[config.mk]
export PLATFORM = sky130hd
export DESIGN_NAME = stat_rdsel
export DESIGN_NICKNAME = d
export VERILOG_FILES = /design/src/rtl/stat_rdsel_pkg.sv /design/src/rtl/stat_rdsel_dec.sv /design/src/rtl/stat_rdsel_state.sv /design/src/rtl/stat_rdsel_mux.sv /design/src/rtl/stat_rdsel.sv
export SDC_FILE = /design/constraint.sdc
export NUM_CORES = 1
export LEC_CHECK = 0
export ABC_AREA = 1
export ABC_CLOCK_PERIOD_IN_PS = 1850
export BUFFER_PORTS_ARGS = -buffer_cell sky130_fd_sc_hd__buf_2
export CORE_MARGIN = 8
export CORE_UTILIZATION = 35
export CTS_CLUSTER_DIAMETER = 80
export DETAILED_ROUTE_END_ITERATION = 8
export GPL_TIMING_DRIVEN = 0
export PLACE_DENSITY = 0.82
export SYNTH_ARGS = -nofsm -noshare
export SYNTH_HDL_FRONTEND = slang
export SYNTH_SLANG_ARGS = --single-unit
[constraint.sdc]
create_clock -name clk -period 1.85 [get_ports clk]
set_input_delay 0.2775 -clock clk [delete_from_list [all_inputs] [get_ports clk]]
set_output_delay 0.2775 -clock clk [all_outputs]
set_load 0.02 [all_outputs]
[src/rtl/stat_rdsel_pkg.sv]
package stat_rdsel_pkg;
  typedef enum logic [0:0] {
    SEL_REQ = 1'b0,
    SEL_ISR = 1'b1
  } sel_e;

  typedef struct packed {
    logic sel_isr;
    logic rd_enable;
    logic poll;
  } cmd_t;
endpackage

[src/rtl/stat_rdsel_dec.sv]
module stat_rdsel_dec #(
  parameter int CMD_W   = 8,
  parameter int SEL_BIT = 0,
  parameter int REN_BIT = 1,
  parameter int POL_BIT = 2
) (
  input  logic [CMD_W-1:0]       cmd_i,
  output stat_rdsel_pkg::cmd_t   cmd_o
);
  always_comb begin
    cmd_o.sel_isr   = cmd_i[SEL_BIT];
    cmd_o.rd_enable = cmd_i[REN_BIT];
    cmd_o.poll      = cmd_i[POL_BIT];
  end
endmodule

[src/rtl/stat_rdsel_state.sv]
module stat_rdsel_state (
  input  logic                  clk,
  input  logic                  rst_n,
  input  logic                  init_i,
  input  logic                  wr_en_i,
  input  stat_rdsel_pkg::cmd_t  cmd_i,
  input  logic                  rd_en_i,
  input  logic                  addr0_i,
  output stat_rdsel_pkg::sel_e  sel_o,
  output logic                  poll_pend_o
);
  import stat_rdsel_pkg::*;

  sel_e sel_q;
  logic poll_q;
  logic rd_q;
  logic rd_a0_q;
  logic rd_start;
  logic rd_end_stat;

  assign rd_start    = rd_en_i && !rd_q;
  assign rd_end_stat = rd_q && !rd_en_i && !rd_a0_q;

  always_ff @(posedge clk or negedge rst_n) begin
    if (!rst_n) begin
      sel_q   <= SEL_REQ;
      poll_q  <= 1'b0;
      rd_q    <= 1'b0;
      rd_a0_q <= 1'b0;
    end else if (init_i) begin
      sel_q   <= SEL_REQ;
      poll_q  <= 1'b0;
      rd_q    <= rd_en_i;
      rd_a0_q <= addr0_i;
    end else begin
      rd_q <= rd_en_i;
      if (rd_start) rd_a0_q <= addr0_i;
      if (rd_end_stat) poll_q <= 1'b0;
      if (wr_en_i) begin
        if (cmd_i.rd_enable) sel_q <= cmd_i.sel_isr ? SEL_ISR : SEL_REQ;
        if (cmd_i.poll) poll_q <= 1'b1;
      end
    end
  end

  assign sel_o       = sel_q;
  assign poll_pend_o = poll_q;

  p_init_default_r1: assert property (@(posedge clk) disable iff (!rst_n)
    init_i |=> (sel_q == SEL_REQ) && !poll_q);
  p_req_pick_r2: assert property (@(posedge clk) disable iff (!rst_n)
    (wr_en_i && !init_i && cmd_i.rd_enable && !cmd_i.sel_isr) |=> sel_q == SEL_REQ);
  p_isr_pick_r3: assert property (@(posedge clk) disable iff (!rst_n)
    (wr_en_i && !init_i && cmd_i.rd_enable && cmd_i.sel_isr) |=> sel_q == SEL_ISR);
  p_sel_hold_r5: assert property (@(posedge clk) disable iff (!rst_n)
    ((!wr_en_i || !cmd_i.rd_enable) && !init_i) |=> $stable(sel_q));
  p_poll_one_shot_r8: assert property (@(posedge clk) disable iff (!rst_n)
    (rd_end_stat && !wr_en_i) |=> !poll_q);
  p_poll_kept_r11: assert property (@(posedge clk) disable iff (!rst_n)
    (rd_en_i && rd_q && !init_i) |=> $past(poll_q) ? poll_q : 1'b1);
endmodule

[src/rtl/stat_rdsel_mux.sv]
module stat_rdsel_mux #(
  parameter int DATA_W = 8
) (
  input  logic                  rd_en_i,
  input  logic                  addr0_i,
  input  stat_rdsel_pkg::sel_e  sel_i,
  input  logic                  poll_pend_i,
  input  logic [DATA_W-1:0]     req_i,
  input  logic [DATA_W-1:0]     isr_i,
  input  logic [DATA_W-1:0]     mask_i,
  input  logic [DATA_W-1:0]     poll_i,
  output logic [DATA_W-1:0]     data_o
);
  import stat_rdsel_pkg::*;

  logic [DATA_W-1:0] status_byte;
  logic [DATA_W-1:0] picked;

  always_comb begin
    status_byte = (sel_i == SEL_ISR) ? isr_i : req_i;
    if (addr0_i)          picked = mask_i;
    else if (poll_pend_i) picked = poll_i;
    else                  picked = status_byte;
  end

  assign data_o = rd_en_i ? picked : '0;
endmodule

[src/rtl/stat_rdsel.sv]
module stat_rdsel #(
  parameter int DATA_W = 8,
  parameter int CMD_W  = 8
) (
  input  logic              clk,
  input  logic              rst_n,
  input  logic              init_i,
  input  logic              wr_en_i,
  input  logic [CMD_W-1:0]  cmd_i,
  input  logic              rd_en_i,
  input  logic              addr0_i,
  input  logic [DATA_W-1:0] req_i,
  input  logic [DATA_W-1:0] isr_i,
  input  logic [DATA_W-1:0] mask_i,
  input  logic [DATA_W-1:0] poll_i,
  output logic [DATA_W-1:0] rd_data_o
);
  import stat_rdsel_pkg::*;

  cmd_t cmd_fields;
  sel_e sel;
  logic poll_pend;

  stat_rdsel_dec #(.CMD_W(CMD_W)) u_dec (
    .cmd_i (cmd_i),
    .cmd_o (cmd_fields)
  );

  stat_rdsel_state u_state (
    .clk         (clk),
    .rst_n       (rst_n),
    .init_i      (init_i),
    .wr_en_i     (wr_en_i),
    .cmd_i       (cmd_fields),
    .rd_en_i     (rd_en_i),
    .addr0_i     (addr0_i),
    .sel_o       (sel),
    .poll_pend_o (poll_pend)
  );

  stat_rdsel_mux #(.DATA_W(DATA_W)) u_mux (
    .rd_en_i     (rd_en_i),
    .addr0_i     (addr0_i),
    .sel_i       (sel),
    .poll_pend_i (poll_pend),
    .req_i       (req_i),
    .isr_i       (isr_i),
    .mask_i      (mask_i),
    .poll_i      (poll_i),
    .data_o      (rd_data_o)
  );

  p_mask_read_r6: assert property (@(posedge clk) disable iff (!rst_n)
    (rd_en_i && addr0_i) |-> rd_data_o == mask_i);
  p_poll_out_r7: assert property (@(posedge clk) disable iff (!rst_n)
    (rd_en_i && !addr0_i && poll_pend) |-> rd_data_o == poll_i);
  p_idle_zero_r9: assert property (@(posedge clk) disable iff (!rst_n)
    !rd_en_i |-> rd_data_o == '0);
endmodule

# Yosys cells after proc, flatten, opt, wreduce, memory -nomap -nowiden
# Cells that the tools add are included.
[word_totals] reg_bits=4 elab_cells=28
[op_classes] n_mux=14 n_reduce_logical=10
[op_table] cell="2-to-1 mux 8 bit" count=4
[op_table] cell="2-to-1 mux 1 bit" count=10
[op_table] cell="nonzero test 2 bit" count=3
[op_table] cell="logical AND 1 bit" count=3
[op_table] cell="zero test 1 bit" count=3
[op_table] cell="AND reduction 2 bit" count=1

# Logic depth before layout (Yosys ltp)
# Gate-level depths: netlist of run 1.
[depth] ltp_word=7 depth_mapped=5

# By module
# A second synthesis of run 1 with hierarchy kept.
[unflattened] hier_cells=90 area_unflattened_um2=620.6
[modules_own_cells] mod="stat_rdsel_mux" seq_area_each_um2=0.0 area_per_inst_um2=427.9 cells_per_inst=70 instances=1
[modules_own_cells] mod="stat_rdsel_state" seq_area_each_um2=100.1 area_per_inst_um2=170.2 cells_per_inst=17 instances=1
[modules_own_cells] mod="stat_rdsel_dec" seq_area_each_um2=0.0 area_per_inst_um2=22.5 cells_per_inst=3 instances=1

# Worst setup path after synthesis of run 1
# OpenSTA, ideal clock, no wires.
[synth_timing] kind="reg-to-output" from="register u_state.poll_q (netlist: u_state.poll_pend_o)" to="output rd_data_o[0]" path_buffers=1 path_slack_ns=0.566 path_stages_with_launch=5 arrival_ns=1.006 path_cell_list="dfrtp_1 > buf_6 > inv_2 > nand3_1 > a21oi_1"
[synth_via] elab_chain_len=3
[synth_rtl] element="start, declared" line_no="stat_rdsel_state.sv:15" rtl="logic poll_q;"
[synth_rtl] element="start signal, assigned" line_no="stat_rdsel_state.sv:27" rtl="poll_q <= 1'b0;"
[synth_rtl] element="start signal, assigned" line_no="stat_rdsel_state.sv:32" rtl="poll_q <= 1'b0;"
[synth_rtl] element="start signal, assigned" line_no="stat_rdsel_state.sv:38" rtl="if (rd_end_stat) poll_q <= 1'b0;"
[synth_rtl] element="2-to-1 mux 8 bit" line_no="stat_rdsel_mux.sv:22" rtl="else if (poll_pend_i) picked = poll_i;"
[synth_rtl] element="2-to-1 mux 8 bit" line_no="stat_rdsel_mux.sv:21" rtl="if (addr0_i) picked = mask_i;"
[synth_rtl] element="2-to-1 mux 8 bit" line_no="stat_rdsel_mux.sv:26" rtl="assign data_o = rd_en_i ? picked : '0;"
[synth_rtl] element="end, declared" line_no="stat_rdsel.sv:16" rtl="output logic [DATA_W-1:0] rd_data_o"
# Every way passes these cells.

# Final worst setup path of run 1
[layout_timing] from="register u_state.poll_q (netlist: u_state.poll_pend_o)" to="output rd_data_o[3]"
# Same word-level chain as after synthesis.

==> impl_metrics.py, run 1 <==
metrics = {
    "run_status": {
        "outcome": "finished, final reports clean",
    },
    "timing": {
        "post-route-min-period_ns": 1.56,
        "final-setup-viol-count": 0,
        "slew_headroom_pct": 90.2,
        "tightestPinTransition_ns": 0.146,
        "fmax_ghz": 0.640,
        "slew_violations": 0,
        "hold_viol_final": 0,
        "postLayoutSetupSlackWorst_ns": 0.288,
        "period_share_pct": 84.5,
        "hold_ws_ns": 0.228,
        "worst_clock_skew_ns": 0.000238,
        "rsz0062_at_grt": "false",
        "fin_tns_setup_ns": 0,
    },
    "logic_synthesis": {
        "ys.flop_type": "dfrtp_1",
        "synth_common_cells": "19 x nand2_1, 18 x a21oi_1, 17 x inv_1, 9 x nand3_1, 8 x o21ai_0",
        "syn-num-nets": 132,
        "netlist_area_um2": 490,
        "yosys_warnings": 0,
        "synth_top_area_share_pct": 20.4,
        "synth-edff-count": 0,
        "ys_types": 14,
        "yosysSeqAreaShare_pct": 20.4,
        "synth_top_area_cell": "dfrtp_1",
        "post-synth-top-count-cell": "nand2_1",
        "synthTopCellsByArea": "dfrtp_1 20%, a21oi_1 18%, nand2_1 15%, inv_1 13%, nand3_1 9.2%",
        "ys_seq_elements": 4,
        "syn_inst": 86,
        "avgSynthCellArea_um2": 5.70,
        "async_reset_ff_share_pct": 100,
    },
    "job": {
        "drv_cap": 0,
    },
    "route": {
        "first_pass_iters": 3,
        "drt_iter0_markers": 5,
        "wirelength_um": 1830,
        "wl_per_cell_um": 12.1,
        "vias": 724,
        "route.detailed.drc": 0,
        "drt-vias-per-instance": 4.76,
        "final_antenna_net_count": 0,
    },
    "die": {
        "die_w_um": 53.4,
        "dieArea_um2": 2860,
        "initial_core_util_pct": 37.7,
        "die_h_um": 53.4,
        "coreArea_um2": 1300,
        "rows": 13,
        "num_io_pins": 54,
    },
    "critical_path": {
        "critPathCaptureType": "output port",
        "worst_setup_path_start_kind": "flip-flop",
        "reg2reg_from": "u_state.sel_o",
        "required_ns": 1.57,
        "worstPathMaxFanout": 10,
        "arrival_ns": 1.28,
        "path_class": "flip-flop to output port",
        "cp-startpoint": "u_state.poll_pend_o",
    },
    "clocking": {
        "cts_tree": "done",
        "cts_setup_buffers": 0,
        "cts_root_buf": "clkbuf_4",
        "htreeDepth": 1,
        "clock_sinks": 4,
        "clk_path_buf_depth": 2,
        "cts_resized": 0,
        "cts_buffers": 3,
        "clock_latency_ns": 0.23,
        "clk_pin_slew_worst_paths_ns": 0.03,
        "holdBufCountCts": 1,
    },
    "layout": {
        "fin_util_pct": 59.7,
        "antenna_cells": 0,
        "instances_no_fill": 152,
        "nets": 185,
        "fillers": 134,
        "stdcell_area_um2": 777,
        "multi_input_area_um2": 277,
        "drive_gt1_share_pct": 43.1,
        "regArea_um2": 100,
        "area_growth_pct": 58.4,
    },
    "global_route": {
        "grt_use_total_pct": 12.8,
        "grt_overflow_total": 0,
        "grt_max_degree": 11,
        "grt_pass1_vias": 747,
        "antenna_found_initial": 0,
        "grt_pass1_wl_um": 2900,
    },
    "place": {
        "placed_cell_area_um2": 744,
        "preCtsSetupSlack_ns": 0.553,
        "gp_congestion": 0.784,
        "port_buffers": 47,
        "hpwlAfterDp_um": 1530,
        "place_inst": 148,
    },
    "power_and_ir_drop": {
        "power.density_nw_per_um2": 471,
        "irDropWorstVdd_mv": 0.267,
        "finalPower_mw": 0.366,
        "total_leakage_power_nw": 0.496,
    },
    "min_path": {
        "min_from": "init_i",
        "hold_class": "input port to flip-flop",
    },
}
==> logic make-up after synthesis <==
| logic type | after synthesis | synth area share [%] |
|---|---|---|
| AOI/OAI and AO/OA | 29 | 31.4 |
| buffers and inverters | 24 | 23.2 |
| DFF | 4 | 20.4 |
| and+or+nand+nor | 29 | 25.0 |
==> report_power, final <==
group / internal [mW] / switching, mW
registers: 0.0940 / 0.00234
logic: 0.0747 / 0.0894
clock network: 0.0724 / 0.0330
==> registers in the layout, summed over array words and instances (netlist names) <==
register	cells
u_state.poll_pend_o	1
u_state.rd_a0_q	1
u_state.sel_o	1
u_state.rd_q	1
==> path summary, 6_finish.rpt <==
check                           cells after the start  slack (ns)                   to
worst max-delay path                                5        0.29         rd_data_o[3]
worst min-delay path                                2        0.23  u_state.poll_pend_o
worst max register to register                      3        1.08        u_state.sel_o
worst min register to register                      2        0.54      u_state.rd_a0_q
max in group asynchronous                           2        1.35        u_state.sel_o
min in group asynchronous                           2        0.39      u_state.rd_a0_q
==> placed cells by master, fill, tap and decap left out, drive strengths merged <==
cell type	synthesis	layout
nand3	9	9
dlygate4sd3	0	1
o21bai	2	2
a21oi	18	18
inv	21	21
buf	3	50
clkbuf	0	3
nand2	20	20
o21ai	9	9
dfrtp	4	4
==> cell type report <==
type | instances | area share [%]
Buffer | 3 | 3.86
Clock buffer | 3 | 2.90
Inverter | 21 | 10.8
Multi-Input combinational cell | 58 | 35.6
Sequential cell | 4 | 12.9
Tap cell | 15 | 2.42
Timing Repair Buffer | 48 | 31.6
==> per-layer routing <==
layer	track usage [%]	part of all wire, %
met5	0	0
met4	7.14	0.98
met3	1.40	6.1
met2	24.4	56
met1	12.9	37
==> worst max-delay path, stage by stage, from the launching register on <==
cell and delay [ns]:
dfrtp_1 0.36, buf_6 0.14, inv_2 0.13, nand3_1 0.09, a21oi_1 0.14, buf_2 0.19
Note: power is estimated with default switching activity, not from simulation.
==> run 2, diff against run 1 <==
- ABC_CLOCK_PERIOD_IN_PS: 1850 -> 1300
- CORE_UTILIZATION: 35 -> 30
- PLACE_DENSITY: 0.82 -> 0.75
- clock period: 1.85 -> 1.3 ns (I/O delays scaled with it)
==> impl_metrics.py, run 2 (synthesis gave the netlist of run 1 again) <==
metrics = {
    "run_status": {
        "outcome": "finished, violations left",
        "violations": "negative setup slack",
    },
    "critical_path": {
        "required_ns": 1.11,
        "worst_setup_path_start_kind": "flip-flop",
        "ff2ff_setup_slack_ns": 0.50,
        "path_class": "flip-flop to output port",
        "arrival_ns": 1.19,
        "critPathCaptureType": "output port",
        "worstPathMaxFanout": 9,
    },
    "clocking": {
        "htreeDepth": 1,
        "clk_pin_slew_worst_paths_ns": 0.04,
        "clock_latency_ns": 0.23,
        "cts_setup_buffers": 0,
        "cts_root_buf": "clkbuf_4",
        "clk_path_buf_depth": 2,
        "cts_buffers": 3,
        "clock_sinks": 4,
        "cts_tree": "done",
    },
    "power_and_ir_drop": {
        "power.density_nw_per_um2": 657,
        "finalPower_mw": 0.571,
        "total_leakage_power_nw": 0.523,
        "irDropWorstVdd_mv": 0.607,
    },
    "route": {
        "drt-vias-per-instance": 4.94,
        "wirelength_um": 2000,
        "final_antenna_net_count": 0,
        "first_pass_iters": 4,
        "drt_iter0_markers": 13,
        "wl_per_cell_um": 12.9,
        "route.detailed.drc": 0,
        "vias": 766,
    },
    "timing": {
        "slew_violations": 0,
        "tightestPinTransition_ns": 0.241,
        "hold_ws_ns": 0.145,
        "fmax_ghz": 0.722,
        "post-route-min-period_ns": 1.39,
        "slew_headroom_pct": 83.7,
        "rsz0062_at_grt": "true",
        "final-setup-viol-count": 8,
        "fin_tns_setup_ns": -0.632,
        "worst_clock_skew_ns": 0.00149,
        "period_share_pct": 107,
        "hold_viol_final": 0,
        "postLayoutSetupSlackWorst_ns": -0.0856,
    },
    "layout": {
        "instances_no_fill": 155,
        "stdcell_area_um2": 870,
        "area_growth_pct": 77.3,
        "antenna_cells": 0,
        "fin_util_pct": 57.1,
        "layout_commonest_cell": "buf_2",
        "layout_common_cells": "40 x buf_2, 17 x inv_1, 16 x nand2_1, 11 x a21oi_1, 10 x buf_4",
        "drive_gt1_share_pct": 52.5,
        "nets": 187,
    },
    "place": {
        "port_buffers": 47,
        "place_inst": 149,
        "preCtsSetupSlack_ns": 0.0736,
        "hpwlAfterDp_um": 1480,
        "gp_congestion": 0.668,
        "placed_cell_area_um2": 746,
    },
    "die": {
        "dieArea_um2": 3180,
        "rows": 14,
        "coreArea_um2": 1520,
        "num_io_pins": 54,
        "die_h_um": 56.4,
        "initial_core_util_pct": 32.2,
        "die_w_um": 56.4,
    },
    "min_path": {
        "hold_class": "input port to flip-flop",
    },
    "job": {
        "drv_cap": 0,
    },
    "global_route": {
        "antenna_found_initial": 0,
        "grt_pass1_wl_um": 2990,
        "grt_pass1_vias": 718,
        "grt_use_total_pct": 11.0,
        "grt_max_degree": 11,
        "grt_overflow_total": 0,
    },
}
[run 2: changes by cell type in the layout (fill, tap and decap cells not counted), moves of 3 or more]
cell     change
buf_2        -7
a21oi_2      +7
buf_4        +9
nand2_1      -3
a21oi_1      -7
[run 2: what timing repair did]
| item | 4_1_cts | 5_1_grt |
|---|---|---|
| endpoints found under the hold margin | 4 | 0 |
| gates resized for setup | 16 | 10 |
| hold buffers | 1 | 0 |
| gates cloned | 2 | 0 |
| pin swaps | 1 | 0 |
| setup endpoints to repair | 8 | 8 |
[run 2: worst paths after layout]
path | startpoint | end | cells past startpoint
max in group asynchronous | rst_n | u_state.sel_o | 2
min in group asynchronous | rst_n | u_state.rd_q | 2
hold / removal | init_i | u_state.poll_pend_o | 2
hold reg to reg | u_state.rd_a0_q | u_state.rd_a0_q | 2
setup / recovery | u_state.sel_o | rd_data_o[6] | 6
setup reg to reg | u_state.poll_pend_o | u_state.poll_pend_o | 3
[run 2: worst max-delay path, stage by stage, from the launching register on]
cell,delay (ns)
dfrtp_1,0.36
buf_6,0.14
inv_8,0.05
nand2_1,0.05
nand3_1,0.08
a21oi_2,0.13
buf_4,0.15
[run 2: layout make-up]
cell class | count | area [um^2]
Sequential cell | 4 | 100
Buffer | 3 | 30.0
Multi-Input combinational cell | 58 | 325
Clock buffer | 3 | 22.5
Inverter | 21 | 93.8
Fill cell | 163 | 654
Tap cell | 16 | 20.0
Timing Repair Buffer | 50 | 278
[run 2: metal layers]
metal	track usage, %	up-vias	wire (um)	share of wire (%)
met2	19.0	33	994	50
li1	-	385	-	-
met4	3.09	0	16	0.80
met3	4.94	4	173	8.6
met5	0	-	0	0
met1	11.8	344	818	41
[run 2: power breakdown]
part | switching [mW] | internal [mW] | total (mW) | leakage, nW
clock | 0.0493 | 0.103 | 0.152 | 0.0138
sequential | 0.00447 | 0.134 | 0.138 | 0.0502
combinational | 0.150 | 0.131 | 0.281 | 0.459
==> run 3, diff against run 2 <==
- CORE_MARGIN: 8 -> 5
- CORE_UTILIZATION: 30 -> 31
- CTS_BUF_LIST: unset -> sky130_fd_sc_hd__clkbuf_2
- PLACE_DENSITY: 0.75 -> 0.77
==> impl_metrics.py, run 3 (synthesis gave the netlist of run 1 again) <==
metrics = {
    "critical_path": {
        "path_buf_inv": 2,
        "required_ns": 1.11,
        "worstPathMaxFanout": 4,
        "crit_path_top_delay_cell": "dfrtp_1",
        "cpPeakStageDelay_ns": 0.39,
        "worst_setup_path_start_kind": "flip-flop",
        "critPathCaptureType": "output port",
        "crit_chain": "buf_2, nand2_1, nand3_1, a21oi_2, buf_4",
        "crit_family": "flip-flops",
        "arrival_ns": 1.23,
        "path_class": "flip-flop to output port",
    },
    "layout": {
        "fillers": 155,
        "layout_commonest_cell": "buf_2",
        "fin_util_pct": 55.9,
        "nets": 187,
        "layout_common_cells": "41 x buf_2, 18 x nand2_1, 17 x inv_1, 14 x a21oi_1",
        "regArea_um2": 100,
        "drive_gt1_share_pct": 48.9,
        "antenna_cells": 0,
        "area_growth_pct": 71.7,
        "multi_input_area_um2": 304,
    },
    "route": {
        "vias": 761,
        "wirelength_um": 1890,
        "final_antenna_net_count": 0,
        "route.detailed.drc": 0,
        "first_pass_iters": 5,
        "wl_per_cell_um": 12.2,
        "drt-vias-per-instance": 4.91,
        "drt_iter0_markers": 4,
    },
    "clocking": {
        "cts_tree": "done",
        "cts_buffers": 3,
        "htreeDepth": 1,
        "clk_pin_slew_worst_paths_ns": 0.04,
        "cts_root_buf": "clkbuf_2",
        "clock_sinks": 4,
        "clock_latency_ns": 0.20,
        "clk_path_buf_depth": 2,
    },
    "timing": {
        "fmax_ghz": 0.700,
        "slew_violations": 0,
        "tightestPinTransition_ns": 0.278,
        "slew_headroom_pct": 81.3,
        "final-setup-viol-count": 8,
        "rsz0062_at_grt": "true",
        "hold_viol_final": 0,
        "post-route-min-period_ns": 1.43,
        "worst_clock_skew_ns": 0.000108,
        "hold_ws_ns": 0.174,
        "postLayoutSetupSlackWorst_ns": -0.128,
        "period_share_pct": 110,
    },
    "power_and_ir_drop": {
        "seqPwrFrac_pct": 26.7,
        "clockPowerShare_pct": 20.8,
        "irDropWorstVdd_mv": 0.355,
        "swShare_pct": 37.7,
        "p_sw_mw": 0.196,
        "p_int_mw": 0.323,
        "total_leakage_power_nw": 0.520,
        "power.density_nw_per_um2": 617,
        "pwr-share-comb_pct": 52.5,
    },
    "global_route": {
        "grt_pass1_vias": 645,
        "antenna_found_initial": 0,
        "grt_use_total_pct": 12.6,
        "grt_pass1_wl_um": 2570,
        "grt_overflow_total": 0,
        "grt_max_degree": 11,
    },
    "die": {
        "die_w_um": 49.8,
        "coreArea_um2": 1510,
        "rows": 14,
        "die_h_um": 49.8,
        "num_io_pins": 54,
        "dieArea_um2": 2480,
        "initial_core_util_pct": 32.6,
    },
    "job": {
        "drv_cap": 0,
    },
    "run_status": {
        "outcome": "finished, violations left",
        "violations": "negative setup slack",
    },
    "place": {
        "gp_congestion": 0.794,
        "hpwlAfterDp_um": 1390,
        "port_buffers": 47,
        "preCtsSetupSlack_ns": 0.0782,
    },
    "min_path": {
        "hold_class": "input port to flip-flop",
    },
}
-- run 3: what timing repair did --
action                                 in CTS  in global routing
endpoints found under the hold margin       4                  0
setup buffers                               0                  0
gates cloned                                2                  0
hold buffers                                1                  0
setup endpoints to repair                   8                  8
resized for setup                          14                  6
pin swaps                                   1                  2
-- run 3: area by class of cell --
class / count / share of cell area [%]
clock buffer: 3 / 1.78
multi-input combinational: 58 / 36.1
tap: 16 / 2.38
inverter: 21 / 11.1
buffer: 3 / 3.57
timing repair buffer: 50 / 33.1
sequential: 4 / 11.9
-- run 3: metrics by stage --
step / setup TNS [ns] / instances / power, mW / instance area (um^2)
detailed placement: 0 / 149 / 0.371 / 746
global placement: 0 / 149 / 0.367 / 746
floorplan: 0 / 86 / 0.271 / 490
finish: -0.528 / 155 / 0.519 / 842
global route: -1.08 / 155 / 0.551 / 842
CTS: -0.601 / 155 / 0.514 / 820
-- run 3: routing by layer --
metal  vias to the layer above  part of all wire (%)  wire length [um]  track usage, %
met2                        28                    52               991            22.7
met3                         4                   7.6               143            2.41
met1                       344                    38               726            14.6
li1                        385                     -                 -               -
met5                         -                     0                 0               0
met4                         0                   1.6                31            4.37
-- run 3: power groups by stage --
stage	Sequential, mW	Combinational, mW	Clock, mW
after floorplan	0.138	0.132	0
after global placement	0.139	0.228	0
after detailed placement	0.139	0.232	0
after CTS	0.138	0.260	0.115
after global routing	0.140	0.297	0.114
final	0.138	0.273	0.108
-- run 3: final timing paths --
path / end / startpoint / slack (ns) / cells past startpoint
worst min-delay path: u_state.poll_pend_o / init_i / 0.17 / 2
worst max-delay path: rd_data_o[6] / u_state.sel_o / -0.13 / 5
min in group asynchronous: u_state.rd_a0_q / rst_n / 0.32 / 2
worst min register to register: u_state.rd_a0_q / u_state.rd_a0_q / 0.54 / 2
max in group asynchronous: u_state.sel_o / rst_n / 0.86 / 2
worst max register to register: u_state.sel_o / u_state.sel_o / 0.51 / 3
